--- src/rtl/phase_irq_pkg.sv ---
package phase_irq_pkg;
  localparam int ADDR_W = 3;

  localparam logic [ADDR_W-1:0] A_STATUS = 3'd0;
  localparam logic [ADDR_W-1:0] A_CAUSE  = 3'd1;
  localparam logic [ADDR_W-1:0] A_SEQ    = 3'd2;
  localparam logic [ADDR_W-1:0] A_FLAGS  = 3'd3;
  localparam logic [ADDR_W-1:0] A_CFG    = 3'd4;
  localparam logic [ADDR_W-1:0] A_CMD    = 3'd5;

  localparam logic [6:0] OP_BUSRST = 7'h03;
  localparam logic [6:0] OP_MSGACC = 7'h12;
  localparam logic [6:0] OP_SELEN  = 7'h44;
  localparam logic [6:0] OP_SELDIS = 7'h45;

  localparam int CAUSE_BUSRST = 7;
  localparam int CAUSE_DISC   = 5;
  localparam int CFG_NOREP    = 6;

  typedef enum logic [2:0] {
    PH_DOUT = 3'd0, PH_DIN = 3'd1, PH_CMD = 3'd2, PH_STAT = 3'd3,
    PH_RSV4 = 3'd4, PH_RSV5 = 3'd5, PH_MOUT = 3'd6, PH_MIN = 3'd7
  } phase_e;
endpackage

--- src/rtl/pir_cause.sv ---
module pir_cause (
  input  logic       clk,
  input  logic       rst_n,
  input  logic       rd_clr,
  input  logic       cmd_clr,
  input  logic [7:0] set_bits,
  output logic [7:0] cause_q,
  output logic       pend_q
);
  logic [7:0] base;
  always_comb base = (rd_clr || cmd_clr) ? 8'h00 : cause_q;

  always_ff @(posedge clk or negedge rst_n) begin
    if (!rst_n) begin
      cause_q <= '0;
      pend_q  <= 1'b0;
    end else begin
      cause_q <= base | set_bits;
      pend_q  <= (pend_q && !rd_clr) || (|set_bits);
    end
  end
endmodule

--- src/rtl/pir_status.sv ---
module pir_status
  import phase_irq_pkg::*;
(
  input  logic       clk,
  input  logic       rst_n,
  input  logic       phase_wr,
  input  logic [2:0] phase_code,
  input  logic       tc_set,
  input  logic       tc_clr,
  input  logic [1:0] err_set,
  input  logic       rd_clr,
  output logic [2:0] phase_q,
  output logic       tc_q,
  output logic [1:0] err_q
);
  logic code_ok;
  always_comb code_ok = (phase_code != PH_RSV4) && (phase_code != PH_RSV5);

  always_ff @(posedge clk or negedge rst_n) begin
    if (!rst_n) begin
      phase_q <= PH_DOUT;
      tc_q    <= 1'b0;
      err_q   <= '0;
    end else begin
      if (phase_wr && code_ok) phase_q <= phase_code;
      if (tc_set)      tc_q <= 1'b1;
      else if (tc_clr) tc_q <= 1'b0;
      err_q <= (rd_clr ? 2'b00 : err_q) | err_set;
    end
  end
endmodule

--- src/rtl/pir_readmux.sv ---
module pir_readmux
  import phase_irq_pkg::*;
#(
  parameter int CNT_W = 5,
  parameter int SEQ_W = 3
) (
  input  logic [ADDR_W-1:0] addr,
  input  logic [7:0]        status,
  input  logic [7:0]        cause,
  input  logic [SEQ_W-1:0]  seq,
  input  logic [CNT_W-1:0]  count,
  input  logic [7:0]        cfg,
  output logic [7:0]        rdata
);
  logic [7:0] flags;
  logic [7:0] seq_b;

  always_comb begin
    flags = '0;
    flags[CNT_W-1:0] = count;
    flags[CNT_W +: SEQ_W] = seq;
    seq_b = '0;
    seq_b[SEQ_W-1:0] = seq;
  end

  always_comb begin
    unique case (addr)
      A_STATUS: rdata = status;
      A_CAUSE:  rdata = cause;
      A_SEQ:    rdata = seq_b;
      A_FLAGS:  rdata = flags;
      A_CFG:    rdata = cfg;
      default:  rdata = 8'h00;
    endcase
  end
endmodule

--- src/rtl/phase_irq_regs.sv ---
module phase_irq_regs
  import phase_irq_pkg::*;
#(
  parameter int         CNT_W     = 5,
  parameter int         SEQ_W     = 3,
  parameter logic [7:0] CFG1_INIT = 8'h07
) (
  input  logic              clk,
  input  logic              rst_n,
  input  logic [ADDR_W-1:0] reg_addr,
  input  logic              reg_wr,
  input  logic              reg_rd,
  input  logic [7:0]        reg_wdata,
  output logic [7:0]        reg_rdata,
  input  logic [7:0]        evt_cause,
  input  logic              evt_tc_set,
  input  logic              evt_tc_clr,
  input  logic [1:0]        evt_err,
  input  logic              phase_wr,
  input  logic [2:0]        phase_code,
  input  logic              seq_wr,
  input  logic [SEQ_W-1:0]  seq_val,
  input  logic [CNT_W-1:0]  fifo_count,
  output logic              irq,
  output logic [2:0]        phase,
  output logic [7:0]        cfg_out
);
  logic             cmd_wr, cmd_busrst, cmd_msgacc, cmd_selclr, cause_rd;
  logic [7:0]       set_bits, cause_q, status_b, cfg_q;
  logic             pend_q, tc_q;
  logic [1:0]       err_q;
  logic [2:0]       phase_q;
  logic [SEQ_W-1:0] seq_q;

  always_comb begin
    cmd_wr     = reg_wr && (reg_addr == A_CMD);
    cmd_busrst = cmd_wr && (reg_wdata[6:0] == OP_BUSRST);
    cmd_msgacc = cmd_wr && (reg_wdata[6:0] == OP_MSGACC);
    cmd_selclr = cmd_wr && ((reg_wdata[6:0] == OP_SELEN) ||
                            (reg_wdata[6:0] == OP_SELDIS));
    cause_rd   = reg_rd && (reg_addr == A_CAUSE);
    set_bits   = evt_cause;
    if (cmd_busrst && !cfg_q[CFG_NOREP]) set_bits[CAUSE_BUSRST] = 1'b1;
    if (cmd_msgacc) set_bits[CAUSE_DISC] = 1'b1;
  end

  always_ff @(posedge clk or negedge rst_n) begin
    if (!rst_n) begin
      cfg_q <= CFG1_INIT;
      seq_q <= '0;
    end else begin
      if (reg_wr && (reg_addr == A_CFG)) cfg_q <= reg_wdata;
      if (cmd_msgacc)  seq_q <= '0;
      else if (seq_wr) seq_q <= seq_val;
    end
  end

  pir_cause u_cause (
    .clk(clk), .rst_n(rst_n), .rd_clr(cause_rd), .cmd_clr(cmd_selclr),
    .set_bits(set_bits), .cause_q(cause_q), .pend_q(pend_q)
  );

  pir_status u_status (
    .clk(clk), .rst_n(rst_n), .phase_wr(phase_wr), .phase_code(phase_code),
    .tc_set(evt_tc_set), .tc_clr(evt_tc_clr), .err_set(evt_err),
    .rd_clr(cause_rd), .phase_q(phase_q), .tc_q(tc_q), .err_q(err_q)
  );

  always_comb status_b = {pend_q, err_q, tc_q, 1'b0, phase_q};

  pir_readmux #(.CNT_W(CNT_W), .SEQ_W(SEQ_W)) u_rmux (
    .addr(reg_addr), .status(status_b), .cause(cause_q), .seq(seq_q),
    .count(fifo_count), .cfg(cfg_q), .rdata(reg_rdata)
  );

  assign irq     = pend_q;
  assign phase   = phase_q;
  assign cfg_out = cfg_q;
endmodule

--- config.mk ---
export PLATFORM = sky130hd
export DESIGN_NAME = phase_irq_regs
export DESIGN_NICKNAME = d
export VERILOG_FILES = /design/src/rtl/phase_irq_pkg.sv /design/src/rtl/pir_cause.sv /design/src/rtl/pir_status.sv /design/src/rtl/pir_readmux.sv /design/src/rtl/phase_irq_regs.sv
export SDC_FILE = /design/constraint.sdc
export NUM_CORES = 1
export LEC_CHECK = 0
export ABC_AREA = 1
export BUFFER_PORTS_ARGS = -buffer_cell sky130_fd_sc_hd__buf_2
export CAP_MARGIN = 20
export CORE_UTILIZATION = 49
export DETAILED_ROUTE_END_ITERATION = 10
export GPL_ROUTABILITY_DRIVEN = 0
export MAX_ROUTING_LAYER = met4
export PLACE_DENSITY = 0.89
export SYNTH_ARGS = -nofsm -noshare
export SYNTH_HDL_FRONTEND = slang
export SYNTH_HIERARCHICAL = 1
export SYNTH_SLANG_ARGS = --single-unit
--- constraint.sdc ---
create_clock -name clk -period 1.2 [get_ports clk]
set_input_delay 0.06 -clock clk [delete_from_list [all_inputs] [get_ports clk]]
set_output_delay 0.06 -clock clk [all_outputs]
set_load 0.1 [all_outputs]
==> metrics.yaml, run 1 <==
timing:
  setup_viol: 13
  maxSlewHeadroom_pct: 60.73
  rsz0062_at_grt: "true"
  whs_ns: 0.02904
  maxSlewViolCount: 0
  hold_viol_final: 0
  skew_ns: 0.001562
  max_freq_ghz: 0.6776
  worst_slew_pin_slew_ns: 0.5890
  finalCritPeriodShare_pct: 123.0
  period_needed_ns: 1.476
  worst_slack_ns: -0.2757
power:
  power_frac_seq_pct: 32.9
  comb_power_share_pct: 53.6
  leakagePower_nw: 1.402
  swShare_pct: 44.09
  p_total_mw: 3.325
  peakVddDrop_mv: 0.9345
  p_clk_share_pct: 13.4
  p_switching_mw: 1.466
  internal-power_mw: 1.859
  cellPowerDensity_mw_per_mm2: 1196
global_route:
  grt_max_degree: 27
  grt_pass1_wl_mm: 8.956
  overflow: 0
  grt_pass1_vias: 1907
  antenna_found_initial: 0
  grt.total_usage_pct: 35.60
die:
  design.core.area_mm2: 0.003103
  ios: 60
  die_w_um: 59.86
  initial_core_util_pct: 52.86
  die_y_um: 59.86
  fp-row-count: 20
  die_area_mm2: 0.003583
finish:
  final_common_cell: "nand2_1"
  layout_common_cells: "42 x nand2_1, 36 x buf_2, 34 x inv_1"
  layout.nets: 346
  syn_to_final_growth_pct: 69.57
  layout-drive-gt1-share_pct: 48.20
  nFillCells: 154
  seq_area_um2: 691.9
  final_cell_area_mm2: 0.002781
  diodes: 0
  fin_util_pct: 89.64
  multiInputGateArea_um2: 877.1
critical_path:
  critPathRequiredTime_ns: 1.14
  cp-start-kind: "register"
  critPathKind: "reg -> out"
  endpoint_kind: "primary output"
  crit_fanout: 2
  arrival_ns: 1.42
routing:
  viasPerCell: 5.630
  ant_nets: 0
  wl_mm: 6.230
  drt_iter0_drc: 202
  dr.pass1.iters: 5
  wl_per_cell_um: 17.85
  drc: 0
  vias: 1965
yosys:
  ys_seq_area_share_pct: 39.89
  syn_inst: 211
  yosysUniqueCellTypes: 28
  syn_area_mm2: 0.001640
  ys_seq_elements: 26
  synth.avg_cell_area_um2: 7.774
  postSynthNetCount: 251
  yosysWarnings: 6
clocking:
  numClockSinks: 26
  cts_tree: "done"
  clk_pin_slew_ns: 0.14
  clockBufferDepth: 2
  clk_latency_ns: 0.32
  h-tree-depth: 1
  root_buffer: "clkbuf_4"
  cts_buffers: 3
place:
  place_area_mm2: 0.002375
  dpl.hpwl_mm: 3.364
  portBuffers: 59
  post-place-ws_ns: 0.08749
outcome:
  status: "finished, violations left"
  violations: "negative setup slack"
hold_path:
  hold_class: "in -> reg"
job:
  drv_cap: 0
==> power by group through the flow <==
stage / Clock, mW / Sequential (mW) / Combinational, mW
6_report: 0.447 / 1.09 / 1.78
5_1_grt: 0.489 / 1.10 / 1.85
4_1_cts: 0.450 / 1.09 / 1.69
3_5_place_dp: 0 / 1.14 / 1.48
3_3_place_gp: 0 / 1.14 / 1.46
2_1_floorplan: 0 / 1.56 / 0.517
==> path summary, 6_finish.rpt <==
path                                      from  slack (ns)                   to  cells past startpoint
max                                 cfg_out[1]       -0.28         reg_rdata[1]                      5
min                                   phase_wr        0.03  u_status/phase_q[1]                      3
max reg2reg                         cfg_out[6]       -0.10       u_cause/pend_q                      8
min reg2reg                u_status/phase_q[0]        0.53  u_status/phase_q[0]                      2
max in group asynchronous                rst_n        0.52           cfg_out[7]                      2
min in group asynchronous                rst_n        0.24           cfg_out[5]                      2
==> logic make-up (layout without fill, tap and decap cells) <==
logic type	count (synthesis)	in the layout	synth area share, %
AOI/OAI and AO/OA	23	23	12.13
other	1	1	0.2286
DFF	26	26	39.89
and+or+nand+nor	113	113	33.64
buffers and inverters	48	142	14.11
==> layout make-up <==
cell class	instances	area share (%)
multi-input combinational	137	31.53
timing repair buffer	98	34.73
inverter	40	5.578
clock buffer	4	1.305
sequential	26	24.88
tap	44	1.979
==> metrics by stage <==
stage               setup TNS (ns)  instances
global route                -2.436        349
global placement                 0        316
detailed placement               0        316
finish                      -1.913        349
CTS                         -1.656        350
floorplan                   -2.538        211
==> worst max-delay path, stage by stage (launching register included) <==
cell and delay [ns]:
dfstp_4 0.65, nand3_2 0.08, nand2_2 0.09, nor2_4 0.04
nand2_4 0.06, buf_12 0.17
==> registers in the layout (all words and copies together), names as in the netlist <==
name / flops
u_status/phase_q: 3
u_status/err_q: 2
u_cause/cause_q: 8
cfg_out: 8
seq_q: 3
u_cause/pend_q: 1
u_status/tc_q: 1
==> synthesized netlist by cell type, drive strengths merged <==
library cell / number / area (um^2)
nor3: 1 / 5.000
nand4: 15 / 93.84
nand2: 51 / 201.5
nor2: 17 / 97.60
or2: 1 / 6.260
dfstp: 3 / 78.83
o21bai: 8 / 82.58
nor3b: 1 / 7.510
inv: 40 / 155.1
nand3: 27 / 140.1
dfrtp: 23 / 575.6
conb: 1 / 3.750
o21ai: 15 / 116.4
buf: 8 / 76.31
==> metal layers <==
layer	global-route usage [%]	wire [um]	part of all wire, %
met4	20.60	322	5.2
met2	62.06	3297	53
met3	4.978	505	8.1
met5	-	0	0
met1	38.34	2104	34
==> repair_timing <==
| item | CTS | global route |
|---|---|---|
| resized for setup | 14 | 23 |
| endpoints found under the hold margin | 40 | 0 |
| hold buffers | 20 | 0 |
| setup buffers | 10 | 7 |
| endpoints found under the setup margin | 14 | 29 |
| pin swaps | 9 | 13 |
No activity file was read; power rests on OpenSTA's default activity.
==> run 2, diff against run 1 <==
- CELL_PAD_IN_SITES_DETAIL_PLACEMENT: not set -> 1
- CELL_PAD_IN_SITES_GLOBAL_PLACEMENT: not set -> 1
- CORE_ASPECT_RATIO: not set -> 0.7
- CORE_UTILIZATION: 49 -> 35
- PLACE_DENSITY: 0.89 -> 0.9
==> run 2 against run 1 <==
Effect of this change:
- the flow finishes with violations (design-rule violations, negative setup slack)
- cell count decreased by 0.86%
- fmax grew 5.8%
- flip-flop and latch count unchanged
- die area grew 39%
- power rose by 0.57%
- critical endpoint unchanged
- first-iteration DRC count decreased by 58%
- critical path type unchanged
==> metrics.yaml, run 2 (synthesized netlist as in run 1, its figures left out) <==
finish:
  seq_area_um2: 691.9
  final_cell_area_mm2: 0.002609
  final_common_cell: "nand2_1"
  nFillCells: 527
  diodes: 0
  layout_common_cells: "43 x nand2_1, 42 x buf_2, 37 x inv_1"
  layout-drive-gt1-share_pct: 47.77
  fin_util_pct: 58.90
  layout.nets: 332
  syn_to_final_growth_pct: 59.04
  multiInputGateArea_um2: 842.1
timing:
  maxSlewHeadroom_pct: 60.03
  rsz0062_at_grt: "true"
  worst_slack_ns: -0.1953
  max_freq_ghz: 0.7167
  maxSlewViolCount: 0
  finalCritPeriodShare_pct: 116.3
  period_needed_ns: 1.395
  skew_ns: 0.0004605
  setup_viol: 11
  worst_slew_pin_slew_ns: 0.5995
  hold_viol_final: 0
clocking:
  clk_latency_ns: 0.26
  cts_buffers: 3
  cts_tree: "done"
  clk_pin_slew_ns: 0.09
  h-tree-depth: 1
  clockBufferDepth: 2
  numClockSinks: 26
  root_buffer: "clkbuf_8"
outcome:
  status: "finished, violations left"
  violations: "design-rule violations, negative setup slack"
critical_path:
  critPathRequiredTime_ns: 1.14
  cp-start-kind: "register"
  timing.rr.end: "u_cause/pend_q"
  reg2reg_slack_ns: 0.03
  critPathKind: "reg -> out"
  crit_end: "reg_rdata[1]"
  worstRegToRegCells: 7
  path_cells: "nand3_2 > nand2_2 > nor2_2 > nand2_4 > buf_12"
  slowest_delay_ns: 0.63
  crit_path_start: "cfg_out[1]"
  crit_fanout: 2
  arrival_ns: 1.34
  crit_slowest_cell: "dfstp_4"
  endpoint_kind: "primary output"
  timing.rr.start: "cfg_out[6]"
routing:
  drc: 10
  drt_iter0_drc: 85
  dr.pass1.iters: 7
  wl_mm: 5.688
  ant_nets: 0
  viasPerCell: 5.023
  vias: 1738
  wl_per_cell_um: 16.44
power:
  p_total_mw: 3.344
  cellPowerDensity_mw_per_mm2: 1282
  leakagePower_nw: 1.328
  peakVddDrop_mv: 0.5681
die:
  fp-row-count: 20
  ios: 60
  die_area_mm2: 0.004969
  design.core.area_mm2: 0.004429
  die_w_um: 83.83
  initial_core_util_pct: 37.03
  die_y_um: 59.28
global_route:
  grt_util_met1_pct: 31.13
  grt_pass1_vias: 1814
  grt_util_met3_pct: 3.482
  grt_use_met2_pct: 45.55
  antenna_found_initial: 0
  busiest_layer: "met2"
  grt_pass1_wl_mm: 9.259
  grt_max_degree: 27
  overflow: 0
  grt.total_usage_pct: 25.13
place:
  portBuffers: 59
  dpl.hpwl_mm: 4.323
  place_area_mm2: 0.002379
hold_path:
  hold_class: "in -> reg"
job:
  drv_cap: 0
-- run 2: how the worst min path moves through the flow --
stage | startpoint | end | slack (ns) | depth (start not counted)
2_1_floorplan | rst_n | seq_q[0] | -0.24 | 0
3_3_place_gp | rst_n | cfg_out[7] | 0.09 | 1
3_5_place_dp | rst_n | u_status/err_q[0] | 0.1 | 1
4_1_cts | phase_code[2] | u_status/phase_q[2] | 0.006 | 3
5_1_grt | evt_cause[3] | u_cause/cause_q[3] | 0.004 | 2
6_report | phase_code[2] | u_status/phase_q[2] | 0.01 | 3
-- run 2: stage by stage --
step	setup TNS [ns]	worst slack [ns]	cells	hold WS [ns]
3_3_place_gp	0	0.04251	324	0.09216
4_1_cts	-1.049	-0.1905	344	0.006283
2_1_floorplan	-2.538	-0.4659	211	-0.2356
5_1_grt	-1.527	-0.2346	346	0.004269
3_5_place_dp	0	0.03600	324	0.09539
6_report	-1.057	-0.1953	346	0.01279
-- run 2: worst max-delay path: cells and delay by family (launching register included) --
family                 cells  cell delay (ns)
and+or+nand+nor            4             0.26
buffers and inverters      1             0.17
DFF                        1             0.63
-- run 2: power by group --
part | internal [mW] | switching [mW] | leakage (nW) | total [mW]
combinational | 0.607 | 1.08 | 1.03 | 1.68
clock | 0.293 | 0.276 | 0.0288 | 0.569
sequential | 1.01 | 0.0810 | 0.270 | 1.09
total | 1.91 | 1.43 | 1.33 | 3.34
-- run 2: metal layers --
layer | share of wire, % | wire length, um
met5 | 0 | 0
met4 | 0.62 | 35
met3 | 4.6 | 259
met2 | 51 | 2898
met1 | 44 | 2495
-- run 2: area by class of cell --
cell class | instances | share of cell area, %
Timing Repair Buffer | 84 | 30.50
Inverter | 40 | 5.947
Tap cell | 55 | 2.638
Clock buffer | 4 | 2.110
Multi-Input combinational cell | 137 | 32.28
Sequential cell | 26 | 26.52
-- run 2: timing repair --
item                                   4_1_cts  5_1_grt
pin swaps                                   10        5
setup endpoints to repair                    8       13
resized for setup                            7        4
endpoints found under the hold margin       27        0
setup buffers                               10        4
hold buffers                                 6        0
